==> src/rtl/exprunit_pkg.sv <==
package exprunit_pkg;

    // Sequencer states; the encoding doubles as the microcode ROM address.
    typedef enum logic [3:0] {
        ST_IDLE      = 4'd0,
        ST_FETCH_AB  = 4'd1,
        ST_FETCH_CDE = 4'd2,
        ST_SUM_MUL   = 4'd3,
        ST_MUL       = 4'd4,
        ST_DONE      = 4'd5
    } state_e;

    // 8-bit control word. ld[i] loads working register i (R1..R4 -> 0..3).
    typedef struct packed {
        logic       hold_for_start;
        logic       done;
        logic       fetch;
        logic       phase;
        logic [3:0] ld;
    } ctrl_t;

    // One ROM entry: control word followed by a 4-bit next address.
    typedef struct packed {
        ctrl_t  ctrl;
        state_e next;
    } uword_t;

endpackage

==> src/rtl/exprunit_rom.sv <==
module exprunit_rom
    import exprunit_pkg::*;
(
    input  state_e addr,
    output uword_t word
);

    always_comb begin
        word = '{ctrl: '0, next: ST_IDLE};
        unique case (addr)
            ST_IDLE: begin
                word.ctrl.hold_for_start = 1'b1;
                word.next                = ST_FETCH_AB;
            end
            ST_FETCH_AB: begin
                word.ctrl.fetch = 1'b1;
                word.ctrl.phase = 1'b0;
                word.ctrl.ld    = 4'b1100;   // R3 <- a, R4 <- b
                word.next       = ST_FETCH_CDE;
            end
            ST_FETCH_CDE: begin
                word.ctrl.fetch = 1'b1;
                word.ctrl.phase = 1'b1;
                word.ctrl.ld    = 4'b1111;   // R1 <- e, R2 <- a+b, R3 <- c, R4 <- d
                word.next       = ST_SUM_MUL;
            end
            ST_SUM_MUL: begin
                word.ctrl.fetch = 1'b0;
                word.ctrl.phase = 1'b0;
                word.ctrl.ld    = 4'b0101;   // R1 <- R2*R1, R3 <- R3+R4
                word.next       = ST_MUL;
            end
            ST_MUL: begin
                word.ctrl.fetch = 1'b0;
                word.ctrl.phase = 1'b1;
                word.ctrl.ld    = 4'b0010;   // R2 <- R2*R3
                word.next       = ST_DONE;
            end
            ST_DONE: begin
                word.ctrl.done = 1'b1;
                word.next      = ST_IDLE;
            end
            default: begin
                word.next = ST_IDLE;
            end
        endcase
    end

endmodule

==> src/rtl/exprunit_sequencer.sv <==
module exprunit_sequencer
    import exprunit_pkg::*;
(
    input  logic   clk,
    input  logic   rst_n,
    input  logic   start,
    input  logic   hold_for_start,
    input  state_e next_addr,
    output state_e state_q
);

    state_e state_d;

    // Next-state selection: only a wait-for-start entry can stall.
    always_comb begin
        if (hold_for_start && !start) begin
            state_d = state_q;
        end else begin
            state_d = next_addr;
        end
    end

    // State register.
    always_ff @(posedge clk or negedge rst_n) begin
        if (!rst_n) begin
            state_q <= ST_IDLE;
        end else begin
            state_q <= state_d;
        end
    end

endmodule

==> src/rtl/exprunit_datapath.sv <==
module exprunit_datapath #(
    parameter int DATA_W = 8,
    parameter int NREG   = 4
) (
    input  logic              clk,
    input  logic              rst_n,
    input  logic              fetch,
    input  logic              phase,
    input  logic [NREG-1:0]   ld,
    input  logic [DATA_W-1:0] op_a,
    input  logic [DATA_W-1:0] op_b,
    input  logic [DATA_W-1:0] op_c,
    input  logic [DATA_W-1:0] op_d,
    input  logic [DATA_W-1:0] op_e,
    output logic [DATA_W-1:0] res_f,
    output logic [DATA_W-1:0] res_g
);

    logic [DATA_W-1:0] rq   [NREG];
    logic [DATA_W-1:0] rsrc [NREG];
    logic [DATA_W-1:0] sum;
    logic [DATA_W-1:0] mul_b;
    logic [DATA_W-1:0] prod;

    // The single adder always sums R3 and R4.
    assign sum   = rq[2] + rq[3];
    // The single multiplier takes R2 times R1 or R3, chosen by phase.
    assign mul_b = phase ? rq[2] : rq[0];
    assign prod  = rq[1] * mul_b;

    // Per-register source multiplexers.
    always_comb begin
        rsrc[0] = fetch ? op_e : prod;
        rsrc[1] = fetch ? sum  : prod;
        rsrc[2] = fetch ? (phase ? op_c : op_a) : sum;
        rsrc[3] = phase ? op_d : op_b;
    end

    for (genvar i = 0; i < NREG; i++) begin : g_reg
        always_ff @(posedge clk or negedge rst_n) begin
            if (!rst_n) begin
                rq[i] <= '0;
            end else if (ld[i]) begin
                rq[i] <= rsrc[i];
            end
        end
    end

    assign res_f = rq[0];
    assign res_g = rq[1];

endmodule

==> src/rtl/exprunit_top.sv <==
module exprunit_top
    import exprunit_pkg::*;
#(
    parameter int DATA_W = 8
) (
    input  logic              clk,
    input  logic              rst_n,
    input  logic              start,
    input  logic [DATA_W-1:0] op_a,
    input  logic [DATA_W-1:0] op_b,
    input  logic [DATA_W-1:0] op_c,
    input  logic [DATA_W-1:0] op_d,
    input  logic [DATA_W-1:0] op_e,
    output logic [DATA_W-1:0] f_out,
    output logic [DATA_W-1:0] g_out,
    output logic              done
);

    localparam int NREG = 4;

    state_e state_q;
    uword_t uword;

    exprunit_rom i_rom (
        .addr (state_q),
        .word (uword)
    );

    exprunit_sequencer i_seq (
        .clk            (clk),
        .rst_n          (rst_n),
        .start          (start),
        .hold_for_start (uword.ctrl.hold_for_start),
        .next_addr      (uword.next),
        .state_q        (state_q)
    );

    exprunit_datapath #(
        .DATA_W (DATA_W),
        .NREG   (NREG)
    ) i_dp (
        .clk   (clk),
        .rst_n (rst_n),
        .fetch (uword.ctrl.fetch),
        .phase (uword.ctrl.phase),
        .ld    (uword.ctrl.ld),
        .op_a  (op_a),
        .op_b  (op_b),
        .op_c  (op_c),
        .op_d  (op_d),
        .op_e  (op_e),
        .res_f (f_out),
        .res_g (g_out)
    );

    assign done = uword.ctrl.done;

endmodule

==> config.mk <==
export PLATFORM = sky130hd
export DESIGN_NAME = exprunit_top
export DESIGN_NICKNAME = d
export VERILOG_FILES = /design/src/rtl/exprunit_pkg.sv /design/src/rtl/exprunit_rom.sv /design/src/rtl/exprunit_sequencer.sv /design/src/rtl/exprunit_datapath.sv /design/src/rtl/exprunit_top.sv
export SDC_FILE = /design/constraint.sdc
export NUM_CORES = 1
export LEC_CHECK = 0
export CORE_MARGIN = 10
export CORE_UTILIZATION = 45
export DETAILED_ROUTE_END_ITERATION = 12
export PLACE_DENSITY = 0.71
export SKIP_CTS_REPAIR_TIMING = 1
export SLEW_MARGIN = 40
export SYNTH_ARGS = -nofsm -noshare
export SYNTH_HDL_FRONTEND = slang
export SYNTH_SLANG_ARGS = --single-unit
==> constraint.sdc <==
create_clock -name clk -period 6.4 [get_ports clk]
set_clock_uncertainty 0.1 [all_clocks]
set_input_delay 1.92 -clock clk [delete_from_list [all_inputs] [get_ports clk]]
set_output_delay 1.92 -clock clk [all_outputs]
set_load 0.1 [all_outputs]
======== After elaboration in Yosys (flattened, before gate mapping) ========
Cells that the tools add are included.
W data, S select, Z words.
word-level totals
  logic and storage cells ................. 25
  register bits ........................... 36
  bits in writable memories ............... 0
  output and inout bits ................... 17
  bits in read-only memories .............. 0
  input port bits ......................... 43
  memories ................................ 0
  bits in latches ......................... 0
operators by class
  reductions and logical operators ........ 3
  multiply operators ...................... 1
  add/subtract/negate cells ............... 1
  equal/unequal tests ..................... 5
  divide/modulo/power cells ............... 0
  magnitude comparators ................... 0
  shift operators ......................... 0
  bitwise operators ....................... 0
  mux-type cells .......................... 10
operator list
  operator              count
  $mux W8               6
  $pmux W6 S4           1
  $pmux W3 S5           1
  $add A8 B8 Y8         1
  $eq A4 B2 Y1 const B  2
  $eq A4 B3 Y1 const B  2
  $mul A8 B8 Y8         1
  $eq A4 B1 Y1 const B  1
  $logic_not A4 Y1      1
  $mux W1               2
  $logic_and A1 B1 Y1   1
  $logic_not A1 Y1      1

======== Depth between registers and ports, before layout ========
  depth in word-level cells ............... 5
  depth in mapped cells ................... 21
  mapped depth without buffers ............ 20

======== By module ========
A second synthesis with hierarchy kept.
second synthesis, totals
  cells, all modules ...................... 360
  area total of the unflattened synthesis .. 3301.9 µm²
modules (own cells, without submodules)
  module              area each (µm²)  seq. area each (µm²)  cells an instance  times used
  exprunit_datapath   2957.8           800.8                 330                1
  exprunit_sequencer  173.9            100.1                 9                  1
  exprunit_rom        170.2            0.0                   21                 1

======== Worst setup path after synthesis ========
Ideal clock, no wire load.
  kind .................................... reg-to-reg
  start point ............................. register i_seq.state_q[1]
  end point ............................... register i_dp.rq (netlist bit i_dp.res_g[7])
  buffers on the path ..................... 3
  data arrival time ....................... 4.703 ns
  required time ........................... 6.159 ns
  library setup time ...................... 0.141 ns
  cell stages (with the launch flop) ...... 21
  path slack .............................. 1.455 ns
  clock period less this slack ............ 4.945 ns
  path through ............................ dfrtp_1 -> buf_4 -> xnor2_4 -> nor2_8 -> buf_2 -> clkbuf_1 -> nand2_1 -> a21oi_1 -> ha_1 -> ha_1 -> fa_1 -> inv_1 -> fa_1 -> inv_1 -> ha_1 -> a21oi_1 -> xnor2_1 -> xnor3_1 -> xnor3_1 -> nand2_1 -> a31oi_1
on the way
  cells in the longest elaborated chain, start to end .. 5
  elaborated cells between the ends (all ways) .. 8
  classes of those cells .................. mul: 1; eq/ne: 4; mux: 3
ends and longest elaborated chain
  item                                  RTL line                  text
  from (decl)                           exprunit_sequencer.sv:9   output state_e state_q
  from (signal assigned)                exprunit_sequencer.sv:28  state_q <= state_d;
  $eq A4 B3 Y1 (tied with other cells)  exprunit_rom.sv:10        unique case (addr)
  $pmux W6 S4 *                         exprunit_rom.sv:10
  $mux W8                               exprunit_datapath.sv:28   assign mul_b = phase ? rq[2] : rq[0];
  $mul A8 B8 Y8                         exprunit_datapath.sv:29   assign prod = rq[1] * mul_b;
  $mux W8                               exprunit_datapath.sv:34   rsrc[1] = fetch ? sum : prod;
  to (signal, indexed assignment)       exprunit_datapath.sv:44   rq[i] <= rsrc[i];
  to (decl)                             exprunit_datapath.sv:19   logic [DATA_W-1:0] rq [NREG];
Mark *: on every way between the ends. The rest lies on a longest branch, timed or not.
A chain may end at the register's enable or synchronous reset.

======== Final worst setup path ========
  start point ............................. register i_seq.state_q[1]
  end point ............................... register i_dp.rq (netlist bit i_dp.res_f[7])
on the way
  cells in the longest elaborated chain, start to end .. 5
  elaborated cells between the ends (all ways) .. 8
  classes of those cells .................. mul: 1; eq/ne: 4; mux: 3
ends and longest elaborated chain
  item                                  RTL line                 text
  $eq A4 B3 Y1 (tied with other cells)  exprunit_rom.sv:10
  $pmux W6 S4 *                         exprunit_rom.sv:10
  $mux W8                               exprunit_datapath.sv:28
  $mul A8 B8 Y8                         exprunit_datapath.sv:29
  $mux W8                               exprunit_datapath.sv:33  rsrc[0] = fetch ? op_e : prod;
Marks and branches as above.

==> out/qor.csv <==
metric;value;unit
num_vias;2574;
dr.pass1.iters;4;
synth_area_leaders;dfrtp_1 (28%), ha_1 (9.2%), fa_1 (8.3%);
period_minus_slack;5380;ps
endpoint_kind;flop;
ys.flop_type;dfrtp_1;
ios;60;
fillers;638;
cp.arrival;5490;ps
synth.top_cell.area_share;0.279;
place_area;3590;sq um
dieArea;10700;sq um
place_hpwl;6.18;mm
min_path_type;flop to flop;
synth-edff-count;0;
wirelength;7.73;mm
fp.dieW;104;um
fin_crit_sh;0.841;
outcome;completed;
dp_cells;492;
viasPerCell;5.16;
n_antenna_cell;0;
fin_nets;482;
design_area;3680;sq um
port_buffers;59;
final_common_cell;nand2_1;
stdcell_count;499;
rows;30;
ys_seq_area_frac;0.279;
coreArea;6790;sq um
clock-root-buffer;clkbuf_8;
clock_sinks;35;
yosysWarnings;0;
cts_tree;built;
drive_gt1_frac;0.0968;
fmax;186;MHz
die-height;104;um
syn_nets;444;
worst-setup-path-type;flop to flop;
met1_usage;0.169;
ant_nets;0;
grt_util_met2;0.255;
startpoint_type;flop;
crit_required;6510;ps
grt_pass1_wl;13.0;mm
wire_per_inst;15.5;um
grt-ovfl-total;0;
initial_core_util;0.462;
relSlewSlack;0.563;
clk_pin_slew;70;ps
worst_pin_slew;638;ps
grt_max_degree;36;
grtUsageMet3;0.0353;
grt_busiest_layer;met2;
multiInputGateArea;1940;sq um
cts_buffers;5;
async_flop_share;1.00;
h-tree-depth;2;
yosysTopAreaCell;dfrtp_1;
regArea;876;sq um
path_max_fanout;15;
drt_iter0_drc;150;
syn_inst;365;
grt_usage;0.144;
layout_common_cells;nand2_1 (49), clkdlybuf4s50_1 (42), dfrtp_1 (35), inv_1 (33);
syn_area;3140;sq um
maxCapViolations;0;
hold_viol;0;
drc_errors;0;
rsz0062_at_grt;no;
clk_latency;290;ps
syn_area_per_cell;8.60;sq um
slew_violations;0;
setup_viol;0;
antenna_found_initial;0;
synthDistinctLibCells;41;
area_growth;17.2;%
grt_pass1_vias;2721;
synth_seq_cells;35;
routabilityCongestion;0.889;
setup_tns;0;ps
cts_max_path_buffers;2;
[area by class of cell]
cell class / instances / area share
Timing Repair Buffer: 62 / 0.143
Sequential cell: 35 / 0.238
Clock buffer: 6 / 0.0224
Clock inverter: 1 / 0.00136
Multi-Input combinational cell: 264 / 0.527
Inverter: 35 / 0.0357
Tap cell: 96 / 0.0326
[cells in the mapped netlist (all sizes together) (5+ instances only)]
cell type	instances
mux2i	16
fa	13
xnor2	18
a21oi	25
nand2	50
and2	7
clkbuf	7
nor2b	10
nor2	28
ha	23
buf	24
inv	35
dfrtp	35
o21ai	31
a31oi	5
[stage by stage]
| stage | hold slack (ps) | setup WS (ps) | utilization |
|---|---|---|---|
| 2_1_floorplan | 356 | 1460 | - |
| 3_3_place_gp | 367 | 1090 | 0.541 |
| 3_5_place_dp | 384 | 984 | 0.529 |
| 4_1_cts | 402 | 989 | 0.541 |
| 5_1_grt | 421 | 716 | 0.542 |
| 6_report | 398 | 1020 | 0.542 |
[critical path, stage by stage, from the launching register on]
cell and delay, ps:
dfrtp_1 730, xnor2_4 190, nor2_8 230, mux2_2 240, nand2_1 80, fa_1 460
fa_1 540, inv_1 50, fa_1 470, inv_1 50, fa_1 520, inv_1 40
ha_1 310, a21oi_1 160, xnor2_1 160, xnor3_1 330, xnor3_1 370, nand2_1 70
a31oi_1 190
[kinds of logic after synthesis]
| group | share of synthesized area |
|---|---|
| AOI/OAI and AO/OA | 0.145 |
| xor gates and xnor gates | 0.0789 |
| adders and majority gates | 0.175 |
| buffers and inverters | 0.105 |
| DFF | 0.279 |
| muxes | 0.0653 |
| and+or+nand+nor | 0.153 |
[worst paths after layout]
kind | end | slack [ps] | depth (start not counted) | startpoint
min in group asynchronous | i_dp.rq[2]$_DFFE_PN0P_ | 1950 | 2 | rst_n
max | i_dp.res_f[7]$_DFFE_PN0P_ | 1020 | 18 | i_seq.state_q[1]$_DFFE_PN0N_
min reg2reg | i_dp.rq[7]$_DFFE_PN0P_ | 400 | 2 | i_dp.rq[7]$_DFFE_PN0P_
max reg2reg | i_dp.res_f[7]$_DFFE_PN0P_ | 1020 | 18 | i_seq.state_q[1]$_DFFE_PN0N_
max in group asynchronous | i_dp.res_f[0]$_DFFE_PN0P_ | 3920 | 2 | rst_n
min | i_dp.rq[7]$_DFFE_PN0P_ | 400 | 2 | i_dp.rq[7]$_DFFE_PN0P_
[sequential cells by signal, summed over array words and instances, names as in the netlist]
signal         flops
i_dp.res_g         8
i_dp.rq           16
i_dp.res_f         8
i_seq.state_q      3
[layer usage]
| metal | share of wire | vias up |
|---|---|---|
| li1 | - | 1264 |
| met1 | 0.43 | 1225 |
| met2 | 0.50 | 77 |
| met3 | 0.058 | 8 |
| met4 | 0.010 | 0 |
| met5 | 0 | - |
Power is not shown: default switching activity piles up to over one toggle a cycle in this logic, so the estimate is an artifact.
